## src/rtl/gpio_pkg.sv

```systemverilog
package gpio_pkg;
  localparam int NUM_BANKS = 5;
  localparam int BANK_W    = 8;
  localparam int ADDR_W    = 8;
  localparam int N_PINS    = NUM_BANKS * BANK_W;

  localparam logic [ADDR_W-1:0] IN_BASE  = 8'h00;
  localparam logic [ADDR_W-1:0] OUT_BASE = 8'h08;
  localparam logic [ADDR_W-1:0] DIR_BASE = 8'h18;
  localparam logic [ADDR_W-1:0] MSK_BASE = 8'h20;

  // Address hit for bank b in the window starting at base.
  function automatic logic bank_hit(input logic [ADDR_W-1:0] a,
                                    input logic [ADDR_W-1:0] base, input int b);
    return a == (base + ADDR_W'(b));
  endfunction

  function automatic logic in_window(input logic [ADDR_W-1:0] a,
                                     input logic [ADDR_W-1:0] base);
    return (a >= base) && (a < base + ADDR_W'(NUM_BANKS));
  endfunction

  function automatic logic is_mapped(input logic [ADDR_W-1:0] a);
    return in_window(a, IN_BASE) || in_window(a, OUT_BASE) ||
           in_window(a, DIR_BASE) || in_window(a, MSK_BASE);
  endfunction

  // Pending change per pin: input, unmasked, differs from snapshot.
  function automatic logic [BANK_W-1:0] pend_bits(input logic [BANK_W-1:0] diff,
                                                   input logic [BANK_W-1:0] dir,
                                                   input logic [BANK_W-1:0] msk);
    return diff & dir & ~msk;
  endfunction
endpackage

```

## src/rtl/gpio_inbank.sv

```systemverilog
module gpio_inbank
  import gpio_pkg::*;
#(
  parameter int W = BANK_W
) (
  input  logic         clk,
  input  logic         rst_n,
  input  logic [W-1:0] pins,
  input  logic         snap_ld,
  output logic [W-1:0] sync_val,
  output logic [W-1:0] change
);
  logic [W-1:0] meta_q, sync_q, snap_q;

  always_ff @(posedge clk or negedge rst_n) begin
    if (!rst_n) begin
      meta_q <= '0;
      sync_q <= '0;
      snap_q <= '0;
    end else begin
      meta_q <= pins;
      sync_q <= meta_q;
      if (snap_ld) snap_q <= sync_q;
    end
  end

  assign sync_val = sync_q;
  assign change   = sync_q ^ snap_q;

  // after a load, the only differences are pins that moved since.
  a_r8_snap_load: assert property (@(posedge clk) disable iff (!rst_n)
    snap_ld |=> change == ($past(sync_val) ^ sync_val));
endmodule

```

## src/rtl/gpio_regfile.sv

```systemverilog
module gpio_regfile
  import gpio_pkg::*;
(
  input  logic              clk,
  input  logic              rst_n,
  input  logic              wr_en,
  input  logic              rd_en,
  input  logic [ADDR_W-1:0] addr,
  input  logic [BANK_W-1:0] wdata,
  input  logic [N_PINS-1:0] in_sync,
  output logic [BANK_W-1:0] rdata,
  output logic [N_PINS-1:0] dir_q,
  output logic [N_PINS-1:0] mask_q,
  output logic [N_PINS-1:0] out_q
);
  always_ff @(posedge clk or negedge rst_n) begin
    if (!rst_n) begin
      dir_q  <= '1;
      mask_q <= '1;
      out_q  <= '0;
    end else if (wr_en) begin
      for (int b = 0; b < NUM_BANKS; b++) begin
        if (bank_hit(addr, DIR_BASE, b)) dir_q[b*BANK_W +: BANK_W]  <= wdata;
        if (bank_hit(addr, MSK_BASE, b)) mask_q[b*BANK_W +: BANK_W] <= wdata;
        if (bank_hit(addr, OUT_BASE, b)) out_q[b*BANK_W +: BANK_W]  <= wdata;
      end
    end
  end

  always_comb begin
    rdata = '0;
    if (rd_en) begin
      for (int b = 0; b < NUM_BANKS; b++) begin
        if (bank_hit(addr, IN_BASE, b))  rdata = in_sync[b*BANK_W +: BANK_W];
        if (bank_hit(addr, OUT_BASE, b)) rdata = out_q[b*BANK_W +: BANK_W];
        if (bank_hit(addr, DIR_BASE, b)) rdata = dir_q[b*BANK_W +: BANK_W];
        if (bank_hit(addr, MSK_BASE, b)) rdata = mask_q[b*BANK_W +: BANK_W];
      end
    end
  end

  a_r9_unmapped_read_zero: assert property (@(posedge clk) disable iff (!rst_n)
    (rd_en && !is_mapped(addr)) |-> rdata == '0);
  a_r9_unmapped_write_kept: assert property (@(posedge clk) disable iff (!rst_n)
    (wr_en && !is_mapped(addr)) |=> ($stable(dir_q) && $stable(mask_q) && $stable(out_q)));
  a_r2_dir_write_b0: assert property (@(posedge clk) disable iff (!rst_n)
    (wr_en && addr == DIR_BASE) |=> dir_q[BANK_W-1:0] == $past(wdata));
endmodule

```

## src/rtl/gpio_bank_ctrl.sv

```systemverilog
module gpio_bank_ctrl
  import gpio_pkg::*;
(
  input  logic              clk,
  input  logic              rst_n,
  input  logic              reg_wr_en,
  input  logic              reg_rd_en,
  input  logic [ADDR_W-1:0] reg_addr,
  input  logic [BANK_W-1:0] reg_wdata,
  output logic [BANK_W-1:0] reg_rdata,
  input  logic [N_PINS-1:0] pin_in,
  output logic [N_PINS-1:0] pin_out,
  output logic [N_PINS-1:0] pin_oe,
  output logic              irq_n
);
  logic [N_PINS-1:0] in_sync, change_v, pend_v, dir_q, mask_q, out_q;
  logic [NUM_BANKS-1:0] snap_ld;

  gpio_regfile i_regs (
    .clk(clk), .rst_n(rst_n), .wr_en(reg_wr_en), .rd_en(reg_rd_en),
    .addr(reg_addr), .wdata(reg_wdata), .in_sync(in_sync), .rdata(reg_rdata),
    .dir_q(dir_q), .mask_q(mask_q), .out_q(out_q)
  );

  for (genvar b = 0; b < NUM_BANKS; b++) begin : g_bank
    assign snap_ld[b] = reg_rd_en && bank_hit(reg_addr, IN_BASE, b);
    gpio_inbank #(.W(BANK_W)) i_in (
      .clk(clk), .rst_n(rst_n), .pins(pin_in[b*BANK_W +: BANK_W]),
      .snap_ld(snap_ld[b]), .sync_val(in_sync[b*BANK_W +: BANK_W]),
      .change(change_v[b*BANK_W +: BANK_W])
    );
    assign pend_v[b*BANK_W +: BANK_W] = pend_bits(change_v[b*BANK_W +: BANK_W],
      dir_q[b*BANK_W +: BANK_W], mask_q[b*BANK_W +: BANK_W]);
  end

  assign pin_out = out_q;
  assign pin_oe  = ~dir_q;
  assign irq_n   = ~|pend_v;

  a_r1_release_defaults: assert property (@(posedge clk)
    $rose(rst_n) |-> (irq_n && pin_oe == '0 && pin_out == '0));
  a_r7_irq_needs_input: assert property (@(posedge clk) disable iff (!rst_n)
    !irq_n |-> |(~pin_oe & ~mask_q));
  a_r6_irq_needs_unmask: assert property (@(posedge clk) disable iff (!rst_n)
    (mask_q == '1) |-> irq_n);
endmodule

```

## config.mk

```make
export PLATFORM = sky130hd
export DESIGN_NAME = gpio_bank_ctrl
export DESIGN_NICKNAME = d
export VERILOG_FILES = /design/src/rtl/gpio_pkg.sv /design/src/rtl/gpio_inbank.sv /design/src/rtl/gpio_regfile.sv /design/src/rtl/gpio_bank_ctrl.sv
export SDC_FILE = /design/constraint.sdc
export NUM_CORES = 1
export LEC_CHECK = 0
export ABC_AREA = 1
export CORE_MARGIN = 2
export CORE_UTILIZATION = 55
export CTS_CLUSTER_SIZE = 14
export DETAILED_ROUTE_END_ITERATION = 6
export PLACE_DENSITY = 0.79
export RECOVER_POWER = 50
export SYNTH_ARGS = -nofsm -noshare
export SYNTH_HDL_FRONTEND = slang
export SYNTH_HIERARCHICAL = 1
export SYNTH_SLANG_ARGS = --single-unit
```

## constraint.sdc

```tcl
create_clock -name clk -period 2.3 [get_ports clk]
set_input_delay 0.345 -clock clk [delete_from_list [all_inputs] [get_ports clk]]
set_output_delay 0.345 -clock clk [all_outputs]
set_load 0.1 [all_outputs]
```

Yosys cells after proc, flatten, opt, wreduce, memory -nomap -nowiden. Cells that the tools add are included.

Input port bits: 60. Output and inout port bits: 89. Register bits after elaboration: 240.

Bitwise gates (word level): 21. Reductions and logical operators: 23. Eq/ne operators: 19. Muxes and demuxes: 21.

Operators with widths (count): $mux W8 (21); $and A8 B8 Y8 (10); $eq A8 B4 Y1 const B (5); $eq A8 B5 Y1 const B (5); $eq A8 B6 Y1 const B (5); $not A40 Y40 (1); $not A8 Y8 (5); $reduce_or A40 Y1 (1); $xor A8 B8 Y8 (5); $reduce_and A2 Y1 (15); $eq A8 B2 Y1 const B (2); $eq A8 B1 Y1 const B (1); $eq A8 B3 Y1 const B (1); $logic_not A8 Y1 (1); $logic_and A1 B1 Y1 (5); $logic_not A1 Y1 (1).

Longest topological paths before layout.
Depth in word-level cells: 22. Mapped depth: 18. Depth with buffers taken out: 18.

By module. The synthesis kept the hierarchy.

By module, submodules not included: gpio_regfile (area an instance 6180.9 µm², cells an instance 808, times used 1, seq. area each 3103.0 µm²); gpio_inbank (area an instance 855.8 µm², cells an instance 90, times used 5, seq. area each 600.6 µm²); gpio_bank_ctrl (area an instance 644.4 µm², cells an instance 152, times used 1, seq. area each 0.0 µm²).

Worst setup path before layout. Ideal clock, no wire load.

Path type: register -> output. Start: register i_regs.dir_q[23]. End: output port irq_n. Required time: 1.955 ns. Cell stages (with the launch flop): 8. Path buffers: 0. Path slack: -0.628 ns. Data arrival time: 2.583 ns. Path through: dfstp_2 inv_1 nor2_1 nand2_1 nand4_1 nor2_1 nand2_1 nor2_1.

Word-level cells in the longest chain between the ends: 4.

RTL lines: from (decl) (RTL line gpio_regfile.sv:12) `output logic [N_PINS-1:0] dir_q,`; from (signal, indexed assignment) (RTL line gpio_regfile.sv:23) `if (bank_hit(addr, DIR_BASE, b)) dir_q[b*BANK_W +: BANK_W] <= wdata;`; $and A8 B8 Y8 (2 in series) (RTL line gpio_pkg.sv:32) `return diff & dir & ~msk;`; $reduce_or A40 Y1 (RTL line gpio_bank_ctrl.sv:38) `assign irq_n = ~|pend_v;`; $logic_not A1 Y1 (RTL line gpio_bank_ctrl.sv:38); to (decl) (RTL line gpio_bank_ctrl.sv:14) `output logic irq_n`.

Every way passes these cells.

Final worst setup path.
Start: register i_regs.out_q[3]. End: output port reg_rdata[3].

Word-level cells in the longest chain between the ends: 20.

RTL lines: from (decl) (RTL line gpio_regfile.sv:14) `output logic [N_PINS-1:0] out_q`; from (signal, indexed assignment) (RTL line gpio_regfile.sv:25) `if (bank_hit(addr, OUT_BASE, b)) out_q[b*BANK_W +: BANK_W] <= wdata;`; $mux W8 (RTL line gpio_regfile.sv:35) `if (bank_hit(addr, OUT_BASE, b)) rdata = out_q[b*BANK_W +: BANK_W];`; $mux W8 (RTL line gpio_regfile.sv:36) `if (bank_hit(addr, DIR_BASE, b)) rdata = dir_q[b*BANK_W +: BANK_W];`; $mux W8 (RTL line gpio_regfile.sv:37) `if (bank_hit(addr, MSK_BASE, b)) rdata = mask_q[b*BANK_W +: BANK_W];`; $mux W8 (RTL line gpio_regfile.sv:34) `if (bank_hit(addr, IN_BASE, b)) rdata = in_sync[b*BANK_W +: BANK_W];`; $mux W8 (RTL line gpio_regfile.sv:35); $mux W8 (RTL line gpio_regfile.sv:36); $mux W8 (RTL line gpio_regfile.sv:37); $mux W8 (RTL line gpio_regfile.sv:34); (+4 left out); $mux W8 (RTL line gpio_regfile.sv:35); $mux W8 (RTL line gpio_regfile.sv:36); $mux W8 (RTL line gpio_regfile.sv:37); $mux W8 (RTL line gpio_regfile.sv:34); $mux W8 (RTL line gpio_regfile.sv:35); $mux W8 (RTL line gpio_regfile.sv:36); $mux W8 (RTL line gpio_regfile.sv:37); $mux W8 (RTL line gpio_regfile.sv:32) `if (rd_en) begin`; to (decl) (RTL line gpio_bank_ctrl.sv:10) `output logic [BANK_W-1:0] reg_rdata,`.

Every way passes these cells.

==> summary.md <==
| Metric | Value |
|---|---|
| DP Wirelength | 25.0 mm |
| Power, Total | 10.1 mW |
| First-pass detailed-route iteration total | 5 |
| Drt drc | 0 |
| # Max-Cap Violations | 0 |
| Clock skew | 12.0 ps |
| Drt wl/cell | 18.4 um |
| YS warnings | 6 |
| Mapped Area | 0.0111 sq mm |
| P&R area growth vs syn | 34.3% |
| # clock sinks | 240 |
| Antenna Cells | 0 |
| Area of the core | 0.0197 sq mm |
| Mapped Nets | 1470 |
| Required time of the critical path | 1960 ps |
| Avg Vias per Cell | 5.29 |
| IO Pins | 149 |
| PD cells | 680 mW/mm^2 |
| Final GP Congestion | 0.963 |
| RSZ-0062 raised after global routing | true |
| Setup WS post-layout | -654 ps |
| Final setup vio count | 9 |
| Worst EP arrival | 2610 ps |
| Initial antenna violation count | 1 |
| Status | finished with violations |
| Placed cell area | 0.0135 sq mm |
| Die area | 0.0213 sq mm |
| Total number of H-tree levels | 1 |
| Root Buffer | clkbuf_16 |
| DR vias | 10400 |
| Num CTS Buffers | 25 |
| CTS tree | done |
| Period utilization | 1.28 |
| Slew Viols, Final | 0 |
| Syn_area_per_cell | 7.88 sq um |
| Post-synth top area share | 0.361 |
| Insertion delay to the later sink of the worst-skew pair | 530 ps |
| Area leader, netlist | dfrtp_1 |
| Most used cell, CP | nand2_1 |
| First DRT Iteration DRCs | 903 |
| Pre-CTS setup slack | -1090 ps |
| Crit-path cells | nand3_1 -> nand3_1 -> nand2_1 -> nand3_2 -> nor2_4 -> nand3_2 -> nand2_1 -> nand4_1 -> nand2_1 -> nand4_1 -> nand2_1 -> nand3_2 -> nand2_2 -> clkinvlp_4 -> buf_12 |
| Relative slew slack | 0.113 |
| CP delay by family, top | simple AND/OR/NAND/NOR gates |
| Buf/Inv on CP | 2 |
| Sequential element share of the synthesized area | 0.550 |
| CP Capture Type | primary output |
| CP Max Fanout | 2 |
| Hold worst-path end | g_bank[2].i_in/sync_val[3]$_DFF_PN0_ |
| Post-synth EDFFs | 0 |
| Number of global-route vias before repair | 9889 |
| Post-synth top flop | dfrtp_1 |
| Dpl cells | 1875 |
| Total global routing overflow | 0 |
| Fin area | 0.0149 sq mm |
| Initial Util | 0.565 |
| First-pass GRT wire length | 55.7 mm |
| Critical path class | reg -> out |
| CP max stage delay | 410 ps |
| R2R Path Start | i_regs/dir_q[5]$_DFFE_PN1P_ |
| Pin count of the biggest net entering global routing | 63 |
| Maximum clock insertion buffer count | 3 |
| Die height | 146 um |
| Worst IR Drop VDD | 0.738 mV |
| Ys async rst share | 1.00 |
| Nets | 1739 |
| IO Port Bufs | 148 |
| Leak Pwr | 7.16 nW |
| Overall routed net length | 36.1 mm |
| Final ANT Viol Nets | 0 |
| Worst Reg-to-Reg Cells | 3 |
| Failing checks | setup timing |
| Setup_tns | -4180 ps |
| Synth cell types | 34 |
| Layout cells sized above 1 | 0.286 |
| Register bit total from synthesis | 240 |
| Fin. Hold Viols | 0 |
| Min-delay src | g_bank[2].i_in/meta_q[3]$_DFF_PN0_ |
| Final min period | 2950 ps |
| CTS clk-pin slew, worst paths | 70 ps |
| Slowest CP cell | dfrtp_2 |
| Fin cells | 1963 |
| Ranking of synthesized cells by area | dfrtp_1, nand2_1, dfstp_2, inv_1, o21ai_0 |
| Hold Path Stages | 0 |
| Startpoint Class | flop |
| Row count | 51 |
| Chip Width | 146 um |
| Worst Hold Class | reg -> reg |
| Post-Syn Instances | 1410 |
| Actual slew at the worst max-slew pin | 1330 ps |
| Fill cells | 1427 |
| R2R Path End | i_regs/dir_q[5]$_DFFE_PN1P_ |
| F_max | 0.339 GHz |
| Reg2reg setup slack | 1430 ps |
| All-Layer GR Usage | 0.336 |
-- how the worst max path moves through the flow --
stage                                              start            to  slack [ps]  cells past startpoint
floorplan                                    reg_addr[0]  reg_rdata[2]         -50                     17
global placement                             reg_addr[0]  reg_rdata[3]       -1100                     20
detailed placement                           reg_addr[0]  reg_rdata[3]       -1090                     20
CTS                 g_bank[0].i_in/sync_val[3]$_DFF_PN0_  reg_rdata[3]        -650                     15
global route                 i_regs/out_q[3]$_DFFE_PN0P_  reg_rdata[3]        -770                     15
finish                       i_regs/out_q[3]$_DFFE_PN0P_  reg_rdata[3]        -650                     15
-- report_power, final --
group          internal [mW]  switching [mW]  total [mW]
Clock                   2.27            1.68        3.95
Combinational          0.422            1.08        1.50
Sequential              4.49           0.207        4.69
-- cells by family (layout without fill, tap and decap cells) --
kind of cell           after synthesis  after routing  synth area share
AO/OA/AOI/OAI                      135            135            0.0614
AND/OR/NAND/NOR                    789            790             0.299
flip-flops                         240            240             0.550
buffers and inverters              246            533            0.0894
-- area by class of cell --
class                   instances  area (sq um)  share of cell area
repair buffers                275          2460               0.165
flip-flops and latches        240          6130               0.411
well taps                     265           332              0.0222
multi-input cells             925          4330               0.290
clock buffers                  37           711              0.0477
inverters                     212           852              0.0572
clock inverters                 9          91.3             0.00613
-- stage by stage --
| step | util | hold slack, ps |
|---|---|---|
| detailed placement | 0.687 | 290 |
| finish | 0.759 | 341 |
| global placement | 0.687 | 289 |
| CTS | 0.747 | 231 |
| global route | 0.759 | 347 |
| floorplan | - | 49.4 |
-- per-layer routing --
| metal | track usage | wire length [um] |
|---|---|---|
| met1 | 0.504 | 15500 |
| met2 | 0.513 | 16400 |
| met3 | 0.0594 | 3330 |
| met4 | 0.0859 | 926 |
| met5 | 0 | 0 |
-- sequential cells by signal, indices dropped and copies added (netlist names) --
register,cells
i_regs/mask_q,40
i_regs/out_q,40
g_bank.i_in/meta_q,40
i_regs/dir_q,40
g_bank.i_in/sync_val,40
g_bank.i_in/snap_q,40
-- Yosys cell counts (7+ instances only) --
library cell	instances
o21ai_1	8
inv_1	198
nand3b_1	11
nor2_1	54
nand2_1	603
clkbuf_1	25
nor2_2	8
nor3_1	7
dfstp_2	80
nand4_1	27
dfrtp_1	160
nand3_1	36
o21ai_0	120
or2_2	18
inv_2	10
-- worst register-to-register path: cells and delay by family, from the launching register on --
kind | cells | cell delay, ps
buf+inv | 1 | 130
simple gates | 1 | 50
flops | 1 | 550
compound gates | 1 | 70
-- what timing repair did --
| action | CTS | global route |
|---|---|---|
| setup endpoints to repair | 9 | 9 |
| buffers inserted | 23 | 18 |
| pin swaps | 51 | 57 |
| endpoints found under the hold margin | 36 | 0 |
| gates cloned | 1 | 0 |
| hold buffers | 1 | 0 |
| resized for setup | 95 | 48 |
-- cell usage in the layout (no fill, tap or decap), types with 10 or more instances in the layout --
cell / count
nand4_1: 27
nand3_1: 18
nand3b_1: 11
nand3_2: 18
dfrtp_1: 142
clkdlybuf4s50_1: 10
buf_4: 184
buf_12: 16
dfstp_2: 80
o21ai_0: 120
dlygate4sd3_1: 41
or2_2: 17
nor2_4: 17
inv_1: 188
nand2_1: 578
clkinvlp_4: 11
buf_6: 16
clkbuf_16: 25
dfrtp_2: 18
nor2_1: 40
nand2_2: 25
(Power assumes the default switching activity.)
